**src/rtl/smb_blk_pkg.sv**
```systemverilog
package smb_blk_pkg;
  localparam int BYTE_W = 8;

  typedef enum logic [2:0] {
    PH_IDLE,
    PH_ADDR,
    PH_INDEX,
    PH_COUNT,
    PH_WDATA,
    PH_RDATA,
    PH_IGNORE
  } phase_e;
endpackage

```
**src/rtl/smb_sync.sv**
```systemverilog
module smb_sync #(
  parameter int W = 2
) (
  input  logic         clk,
  input  logic         rst_n,
  input  logic [W-1:0] d,
  output logic [W-1:0] q,
  output logic [W-1:0] q_prev
);
  logic [W-1:0] meta_q;

  always_ff @(posedge clk or negedge rst_n) begin
    if (!rst_n) begin
      meta_q <= '1;
      q      <= '1;
      q_prev <= '1;
    end else begin
      meta_q <= d;
      q      <= meta_q;
      q_prev <= q;
    end
  end
endmodule

```
**src/rtl/smb_reg_bank.sv**
```systemverilog
module smb_reg_bank #(
  parameter int         NUM_REGS = 16,
  parameter int         CNT_IDX  = 8,
  parameter logic [7:0] CNT_RST  = 8'h04
) (
  input  logic                  clk,
  input  logic                  rst_n,
  input  logic                  wr_en,
  input  logic [7:0]            wr_idx,
  input  logic [7:0]            wr_data,
  input  logic [7:0]            rd_idx,
  output logic [7:0]            rd_data,
  output logic [7:0]            cnt_val,
  output logic [8*NUM_REGS-1:0] flat
);
  for (genvar g = 0; g < NUM_REGS; g++) begin : g_reg
    localparam logic [7:0] RST_V = (g == CNT_IDX) ? CNT_RST : 8'h00;
    logic [7:0] q;
    always_ff @(posedge clk or negedge rst_n) begin
      if (!rst_n)                          q <= RST_V;
      else if (wr_en && wr_idx == 8'(g))   q <= wr_data;
    end
    assign flat[8*g +: 8] = q;
  end

  always_comb begin
    rd_data = 8'h00;
    for (int i = 0; i < NUM_REGS; i++)
      if (rd_idx == 8'(i)) rd_data = flat[8*i +: 8];
  end

  assign cnt_val = flat[8*CNT_IDX +: 8];
endmodule

```
**src/rtl/smb_blk_engine.sv**
```systemverilog
module smb_blk_engine
  import smb_blk_pkg::*;
#(
  parameter logic [6:0] DEV_ADDR = 7'h6C,
  parameter int         NUM_REGS = 16
) (
  input  logic       clk,
  input  logic       rst_n,
  input  logic       scl_s,
  input  logic       scl_p,
  input  logic       sda_s,
  input  logic       sda_p,
  input  logic [7:0] rd_data,
  input  logic [7:0] cnt_val,
  output logic       drv,
  output logic       wr_en,
  output logic [7:0] wr_idx,
  output logic [7:0] wr_data,
  output logic [7:0] rd_idx,
  output logic       quiet
);
  localparam logic [7:0] LAST = 8'(NUM_REGS - 1);

  phase_e     ph_q;
  logic [3:0] bit_q;
  logic [7:0] rx_q, tx_q, left_q, ptr_q;
  logic       hack_q, first_q;

  wire scl_hi   = scl_s & scl_p;
  wire start_ev = scl_hi & sda_p & ~sda_s;
  wire stop_ev  = scl_hi & ~sda_p & sda_s;
  wire rise     = scl_s & ~scl_p;
  wire fall     = ~scl_s & scl_p;
  wire active   = (ph_q != PH_IDLE) && (ph_q != PH_IGNORE);
  wire [7:0] ptr_nx = (ptr_q == LAST) ? 8'h00 : ptr_q + 8'h01;

  always_ff @(posedge clk or negedge rst_n) begin
    if (!rst_n) begin
      ph_q    <= PH_IDLE;
      bit_q   <= '0;
      rx_q    <= '0;
      tx_q    <= '0;
      left_q  <= '0;
      ptr_q   <= '0;
      hack_q  <= 1'b0;
      first_q <= 1'b0;
      drv     <= 1'b0;
      wr_en   <= 1'b0;
      wr_idx  <= '0;
      wr_data <= '0;
    end else begin
      wr_en <= 1'b0;
      if (start_ev) begin
        ph_q  <= PH_ADDR;
        bit_q <= '0;
        drv   <= 1'b0;
      end else if (stop_ev) begin
        ph_q  <= PH_IDLE;
        bit_q <= '0;
        drv   <= 1'b0;
      end else if (active && rise) begin
        if (bit_q < 4'd8 && ph_q != PH_RDATA) rx_q <= {rx_q[6:0], sda_s};
        if (bit_q == 4'd8 && ph_q == PH_RDATA) hack_q <= ~sda_s;
        bit_q <= bit_q + 4'd1;
      end else if (active && fall) begin
        if (ph_q == PH_RDATA) begin
          if (bit_q >= 4'd1 && bit_q <= 4'd7) begin
            tx_q <= {tx_q[6:0], 1'b0};
            drv  <= ~tx_q[6];
          end else if (bit_q == 4'd8) begin
            drv <= 1'b0;
          end else if (bit_q == 4'd9) begin
            bit_q <= '0;
            if (!hack_q) begin
              ph_q <= PH_IGNORE;
              drv  <= 1'b0;
            end else if (first_q) begin
              first_q <= 1'b0;
              tx_q    <= cnt_val;
              drv     <= ~cnt_val[7];
            end else begin
              tx_q  <= rd_data;
              drv   <= ~rd_data[7];
              ptr_q <= ptr_nx;
            end
          end
        end else if (bit_q == 4'd8) begin
          unique case (ph_q)
            PH_ADDR: begin
              if (rx_q[7:1] == DEV_ADDR) begin
                drv     <= 1'b1;
                ph_q    <= rx_q[0] ? PH_RDATA : PH_INDEX;
                first_q <= 1'b1;
              end else begin
                ph_q <= PH_IGNORE;
              end
            end
            PH_INDEX: begin
              ptr_q <= rx_q;
              drv   <= 1'b1;
              ph_q  <= PH_COUNT;
            end
            PH_COUNT: begin
              left_q <= rx_q;
              drv    <= 1'b1;
              ph_q   <= PH_WDATA;
            end
            PH_WDATA: begin
              if (left_q != 8'h00) begin
                wr_en   <= 1'b1;
                wr_idx  <= ptr_q;
                wr_data <= rx_q;
                ptr_q   <= ptr_nx;
                left_q  <= left_q - 8'h01;
                drv     <= 1'b1;
              end else begin
                ph_q <= PH_IGNORE;
              end
            end
            default: ph_q <= PH_IGNORE;
          endcase
        end else if (bit_q == 4'd9) begin
          drv   <= 1'b0;
          bit_q <= '0;
        end
      end
    end
  end

  assign rd_idx = ptr_q;
  assign quiet  = !active;
endmodule

```
**src/rtl/smb_blkreg_target.sv**
```systemverilog
module smb_blkreg_target #(
  parameter logic [6:0] DEV_ADDR = 7'h6C,
  parameter int         NUM_REGS = 16,
  parameter int         CNT_IDX  = 8,
  parameter logic [7:0] CNT_RST  = 8'h04
) (
  input  logic                  clk,
  input  logic                  rst_n,
  input  logic                  scl_i,
  input  logic                  sda_i,
  output logic                  sda_oe,
  output logic [8*NUM_REGS-1:0] dbg_regs
);
  logic [1:0] ln_s, ln_p;
  logic       wr_en, quiet;
  logic [7:0] wr_idx, wr_data, rd_idx, rd_data, cnt_val;

  smb_sync #(.W(2)) u_sync (
    .clk(clk), .rst_n(rst_n), .d({scl_i, sda_i}), .q(ln_s), .q_prev(ln_p)
  );

  smb_blk_engine #(.DEV_ADDR(DEV_ADDR), .NUM_REGS(NUM_REGS)) u_eng (
    .clk(clk), .rst_n(rst_n),
    .scl_s(ln_s[1]), .scl_p(ln_p[1]), .sda_s(ln_s[0]), .sda_p(ln_p[0]),
    .rd_data(rd_data), .cnt_val(cnt_val), .drv(sda_oe),
    .wr_en(wr_en), .wr_idx(wr_idx), .wr_data(wr_data),
    .rd_idx(rd_idx), .quiet(quiet)
  );

  smb_reg_bank #(.NUM_REGS(NUM_REGS), .CNT_IDX(CNT_IDX), .CNT_RST(CNT_RST)) u_bank (
    .clk(clk), .rst_n(rst_n), .wr_en(wr_en), .wr_idx(wr_idx), .wr_data(wr_data),
    .rd_idx(rd_idx), .rd_data(rd_data), .cnt_val(cnt_val), .flat(dbg_regs)
  );
endmodule

```
**config.mk**
```make
export PLATFORM = sky130hd
export DESIGN_NAME = smb_blkreg_target
export DESIGN_NICKNAME = d
export VERILOG_FILES = /design/src/rtl/smb_blk_pkg.sv /design/src/rtl/smb_sync.sv /design/src/rtl/smb_reg_bank.sv /design/src/rtl/smb_blk_engine.sv /design/src/rtl/smb_blkreg_target.sv
export SDC_FILE = /design/constraint.sdc
export NUM_CORES = 1
export LEC_CHECK = 0
export BUFFER_PORTS_ARGS = -buffer_cell sky130_fd_sc_hd__buf_2
export CORE_MARGIN = 2
export CORE_UTILIZATION = 42
export CTS_BUF_LIST = sky130_fd_sc_hd__clkbuf_16
export DETAILED_ROUTE_END_ITERATION = 10
export GPL_ROUTABILITY_DRIVEN = 0
export GPL_TIMING_DRIVEN = 0
export PLACE_DENSITY = 0.71
export SETUP_SLACK_MARGIN = 0.3
export SYNTH_ARGS = -nofsm -noshare
export SYNTH_HDL_FRONTEND = slang
export SYNTH_HIERARCHICAL = 1
export SYNTH_SLANG_ARGS = --single-unit
```
**constraint.sdc**
```tcl
create_clock -name clk -period 2.2 [get_ports clk]
set_input_delay 0.44 -clock clk [delete_from_list [all_inputs] [get_ports clk]]
set_output_delay 0.44 -clock clk [all_outputs]
set_load 0.01 [all_outputs]
```
Word-level counts from Yosys, hierarchy flattened
Index checks and enable logic that the tools add are counted.
- multiplexer cells: 85
- eq/ne operators: 57
- add/sub/neg operators: 3
- bitwise operators: 18
- reduce and logical (&&, ||, !) cells: 50
- $lt $le $gt $ge: 3
- operator list (cell ; number):
    $mux W8 ; 26
    $eq A8 B4 Y1 const B ; 16
    $eq A8 B3 Y1 const B ; 8
    $mux W3 ; 13
    $mux W7 ; 5
    $eq A8 B2 Y1 const B ; 4
    $mux W4 ; 8
    $pmux W8 S2 ; 2
    $reduce_and A8 Y1 ; 4
    $mux W1 ; 29
    $logic_and A1 B1 Y1 ; 22
    $eq A8 B1 Y1 const B ; 2
    $logic_not A8 Y1 ; 2
    $reduce_bool A2 Y1 ; 7
    $ne A4 B2 Y1 const B ; 3
    $ne A6 B4 Y1 const B ; 2
    $pmux W3 S4 ; 1
    $reduce_and A12 Y1 ; 1
    $not A1 Y1 ; 11
    $reduce_and A11 Y1 ; 1
    $ne A2 B2 Y1 const B ; 5
    $ne A5 B2 Y1 const B ; 2
    $reduce_bool A5 Y1 ; 2
    $reduce_bool A3 Y1 ; 3
    other kinds (24) ; 37
- register bits: 192
- word-level logic and storage cells: 247
- input port bits: 4

Longest topological paths before layout
- word-level depth: 28
- mapped depth: 14
- mapped depth without buffers: 10

Hierarchy
Netlist, hierarchy kept.
- by module, submodules not included (module ; times used ; area an instance (µm²) ; cells an instance):
    smb_reg_bank ; 1 ; 6552.5 ; 546
    smb_blk_engine ; 1 ; 3288.2 ; 327
    smb_sync ; 1 ; 157.7 ; 6

Worst setup path before layout
No wires, ideal clock.
- path kind: register -> register
- start: register u_eng.left_q[0]
- end: register u_eng.wr_data[0]
- path buffers: 2
- library setup time: 0.125 ns
- stages on the path, launching flop included: 9
- clock period less this slack: 2.414 ns
- required time: 2.075 ns
- path slack: -0.214 ns
- arrival time: 2.290 ns
- cell sequence: dfrtp_1 > inv_1 > ha_1 > or4b_2 > o21ai_0 > or3_1 > buf_2 > buf_2 > mux2_2
- cells in the longest elaborated chain, start to end: 2
- RTL lines (element ; RTL line ; source):
    start: declaration ; smb_blk_engine.sv:26 ; logic [7:0] rx_q, tx_q, left_q, ptr_q;
    start signal: assignment ; smb_blk_engine.sv:104 ; left_q <= rx_q;
    start signal: assignment ; smb_blk_engine.sv:114 ; left_q <= left_q - 8'h01;
    $reduce_bool A8 Y1 ; smb_blk_engine.sv:109 ; if (left_q != 8'h00) begin
    $reduce_and A8 Y1 (no source line) ; n/a ;
    end signal: assignment ; smb_blk_engine.sv:112 ; wr_data <= rx_q;
    end: declaration ; smb_blk_engine.sv:18 ; output logic [7:0] wr_data,
Every way passes these cells.
A chain may end at the register's enable or synchronous reset.

Final worst setup path
- start: register u_eng.ptr_q[4] (netlist: u_eng/rd_idx[4])
- end: register u_eng.tx_q[3]
- cells in the longest elaborated chain, start to end: 22
- RTL lines (element ; RTL line ; source):
    start: declaration ; smb_blk_engine.sv:26 ;
    start signal: assignment ; smb_blk_engine.sv:84 ; ptr_q <= ptr_nx;
    start signal: assignment ; smb_blk_engine.sv:99 ; ptr_q <= rx_q;
    start signal: assignment ; smb_blk_engine.sv:113 ; ptr_q <= ptr_nx;
    $logic_not A8 Y1 ; smb_reg_bank.sv:29 ; if (rd_idx == 8'(i)) rd_data = flat[8*i +: 8];
    $mux W8 (15 in a row) ; smb_reg_bank.sv:29 ;
    $mux W8 * ; smb_reg_bank.sv:29 ;
    via rd_data[3] ; smb_blkreg_target.sv:16 ; logic [7:0] wr_idx, wr_data, rd_idx, rd_data, cnt_val;
    $mux W7 * ; smb_blk_engine.sv:77 ; end else if (first_q) begin
    $mux W7 * ; smb_blk_engine.sv:74 ; if (!hack_q) begin
    $mux W7 * ; smb_blk_engine.sv:72 ; end else if (bit_q == 4'd9) begin
    $mux W7 * ; smb_blk_engine.sv:70 ; end else if (bit_q == 4'd8) begin
    $mux W7 * ; smb_blk_engine.sv:67 ; if (bit_q >= 4'd1 && bit_q <= 4'd7) begin
    end signal: assignment ; smb_blk_engine.sv:68 ; tx_q <= {tx_q[6:0], 1'b0};
    end signal: assignment ; smb_blk_engine.sv:79 ; tx_q <= cnt_val;
    end signal: assignment ; smb_blk_engine.sv:82 ; tx_q <= rd_data;
    end: declaration ; smb_blk_engine.sv:26 ;
The timed path passes the listed nets; every way through them passes the cells marked *. The select of a mux whose other input is x is not followed.

==> metrics <==
die area=25000 µm²; clk_lat worst skew=0.44 ns; Power per Cell Area=575 nW/µm²; Reg clk slew, reported paths=0.08 ns; switching part of the total=28.0%; initial DRC count=928; worst path cell trace=nor4_4 -> buf_6 -> nand2_2 -> nor3_1 -> a21oi_1 -> a211o_1 -> mux2i_1 -> o21ai_1 -> mux2_4; Mapped Area=9990 µm²; Ys Warns=6; Placement Cell Area=11200 µm²; DP Worst Slack=-0.774 ns; failing checks=hold timing, setup timing; Total GRT Usage=25.4%; Top Ports=133; area of the multi-input gates=5590 µm²; final hold vios=10; Design Power=7.69 mW; max-slew violation count=0; fmax=398 MHz; Syn Nets=889; drt drc=0; part of the power in registers=49.4%; Pint=5.53 mW; Hold Slack=-0.00669 ns; Hold Path Class=in -> async; final setup fails=32; fill count=1902; HPWL Detailed=21600 µm; leak pwr=6.36 nW; initial antenna violation count=0; Via Count=8640; maxcap violations=0; vias per cell=6.05; Final #Nets=1108; Synth Area per Inst=11.4 µm²; core area=23400 µm²; Die H=158 µm; Pre-Repair DR Iteration Count=7; critical path class=reg -> reg; slowest stage cell, crit path=nor4_4; GRT overflow=0; die span in x=158 µm; n_diodes=0; CP Capture Type=flop; status=complete, but fails checks; WP data required=2.53 ns; first-pass GRT wire length=47800 µm; period utilization=114%; fin crit period=2.51 ns; Root Buffer=clkbuf_16; Max Root-Sink Buffers=2; Crit path largest cell delay=0.46 ns; Psw=2.15 mW; Num CTS Buffers=17; Initial Util=42.7%; Slew @ Worst Pin=0.837 ns; CTS tree=done; htree depth=4; cts-stage hold buffer count=0; Logic pwr share=11.3%; Max VDD drop=0.000454 V; Post-Syn Instances=878; Setup Skew=0.0114 ns; drt total wl=33200 µm; Slew HR=44.2%; num rows=56; WP data arrival=2.84 ns; Sequential Area=4820 µm²; input/output buffers=132; vias in the first global route=8180; WL/cell=23.2 µm; CTS sink count=192; ANT nets after route=0; fin area=13400 µm²; worst path buffer plus inverter count=1; share of post-route cells with drive strength above 1=53.2%; pin count of the biggest net entering global routing=109; Final WS setup=-0.310 ns; delay-heaviest family, CP=simple AND/OR/NAND/NOR gates; Clk pwr share=39.3%; Area Overhead vs Synth=33.7%; startpoint types=flop; RSZ-0062 raised after global routing=true; crit-path max FO=7
## worst reg2reg max path: stages (launching register included)
cell and delay [ns]:
dfrtp_2 0.45, nor4_4 0.46, buf_6 0.19, nand2_2 0.16, nor3_1 0.26, a21oi_1 0.07
a211o_1 0.31, mux2i_1 0.17, o21ai_1 0.08, mux2_4 0.27
## power by group through the flow
stage | Sequential (mW) | Clock (mW) | Combinational (mW)
after CTS | 3.79 | 3.05 | 0.693
final | 3.80 | 3.02 | 0.867
after detailed placement | 3.86 | 0 | 0.565
after floorplan | 3.79 | 0 | 0.402
after global routing | 3.81 | 3.22 | 0.937
after global placement | 3.86 | 0 | 0.549
## cell usage in the layout (no fill, tap or decap), drive strengths merged, types with 5 or more instances in the layout
master    n
a21oi    37
o211ai    6
buf     241
and3      5
dfrtp   185
o21ai    54
mux4      6
clkbuf   39
o31ai     7
nor3     15
ha        7
nand2    48
or3       6
nand2b   12
o22ai     8
a211oi    8
a211o     6
nor3b     7
nand3    12
inv      25
nor4      8
dfstp     7
clkinv    7
mux2i    30
mux2    168
a31oi     9
nor2     48
nor2b    22
## registers in the layout, summed over array words and instances (netlist names), 2 cells and up
| register | count |
|---|---|
| u_bank/g.q | 120 |
| u_bank/cnt_val | 8 |
| u_eng/left_q | 8 |
| u_eng/rd_idx | 8 |
| u_eng/rx_q | 8 |
| u_eng/wr_data | 8 |
| u_eng/wr_idx | 8 |
| u_eng/tx_q | 7 |
| u_eng/bit_q | 4 |
| u_eng/ph_q | 3 |
| u_sync/meta_q | 2 |
| u_sync/q | 2 |
| u_sync/q_prev | 2 |
## layout make-up
class / count / share of cell area (%)
well taps: 319 / 2.99
clock buffers: 17 / 3.18
multi-input cells: 604 / 41.9
plain buffers: 63 / 4.18
inverters: 19 / 0.562
clock inverters: 15 / 1.10
flip-flops and latches: 192 / 36.1
repair buffers: 200 / 10.1
## worst paths after layout
| check | startpoint | to | slack [ns] | cells after the start |
|---|---|---|---|---|
| max | u_eng/rd_idx[4]$_DFFE_PN0P_ | u_eng/tx_q[3]$_DFFE_PN0P_ | -0.31 | 9 |
| min | rst_n | u_bank/g_reg[4].q[0]$_DFFE_PN0P_ | -0.007 | 1 |
| max reg2reg | u_eng/rd_idx[4]$_DFFE_PN0P_ | u_eng/tx_q[3]$_DFFE_PN0P_ | -0.31 | 9 |
| min reg2reg | u_sync/meta_q[1]$_DFF_PN1_ | u_sync/q[1]$_DFF_PN1_ | 0.35 | 0 |
| max in group asynchronous | rst_n | u_eng/rd_idx[5]$_DFFE_PN0P_ | 1.23 | 2 |
| min in group clk | scl_i | u_sync/meta_q[1]$_DFF_PN1_ | 0.09 | 1 |
## metal layers
| metal | part of all wire [%] | GRT usage (%) | vias up |
|---|---|---|---|
| met3 | 9.0 | 6.91 | 118 |
| li1 | - | - | 3688 |
| met5 | 0 | 0 | - |
| met1 | 40 | 33.1 | 4340 |
| met4 | 4.6 | 10.3 | 0 |
| met2 | 46 | 40.3 | 494 |
## metrics by stage
step	setup TNS, ns	hold WS [ns]	cells	util [%]
after floorplan	-0.407	0.144	878	-
after global placement	-473.21	0.346	1329	47.7
after detailed placement	-7.03	0.347	1330	47.9
after CTS	-1.79	0.00754	1403	54.3
after global routing	-5.61	0.0297	1429	57.1
final	-4.05	-0.00669	1429	57.1
## what timing repair did
item,CTS,global route
setup buffers,40,25
gates cloned,1,1
endpoints found under the setup margin,185,170
resized for setup,153,125
pin swaps,22,33
No activity file was read; power rests on OpenSTA's default activity.
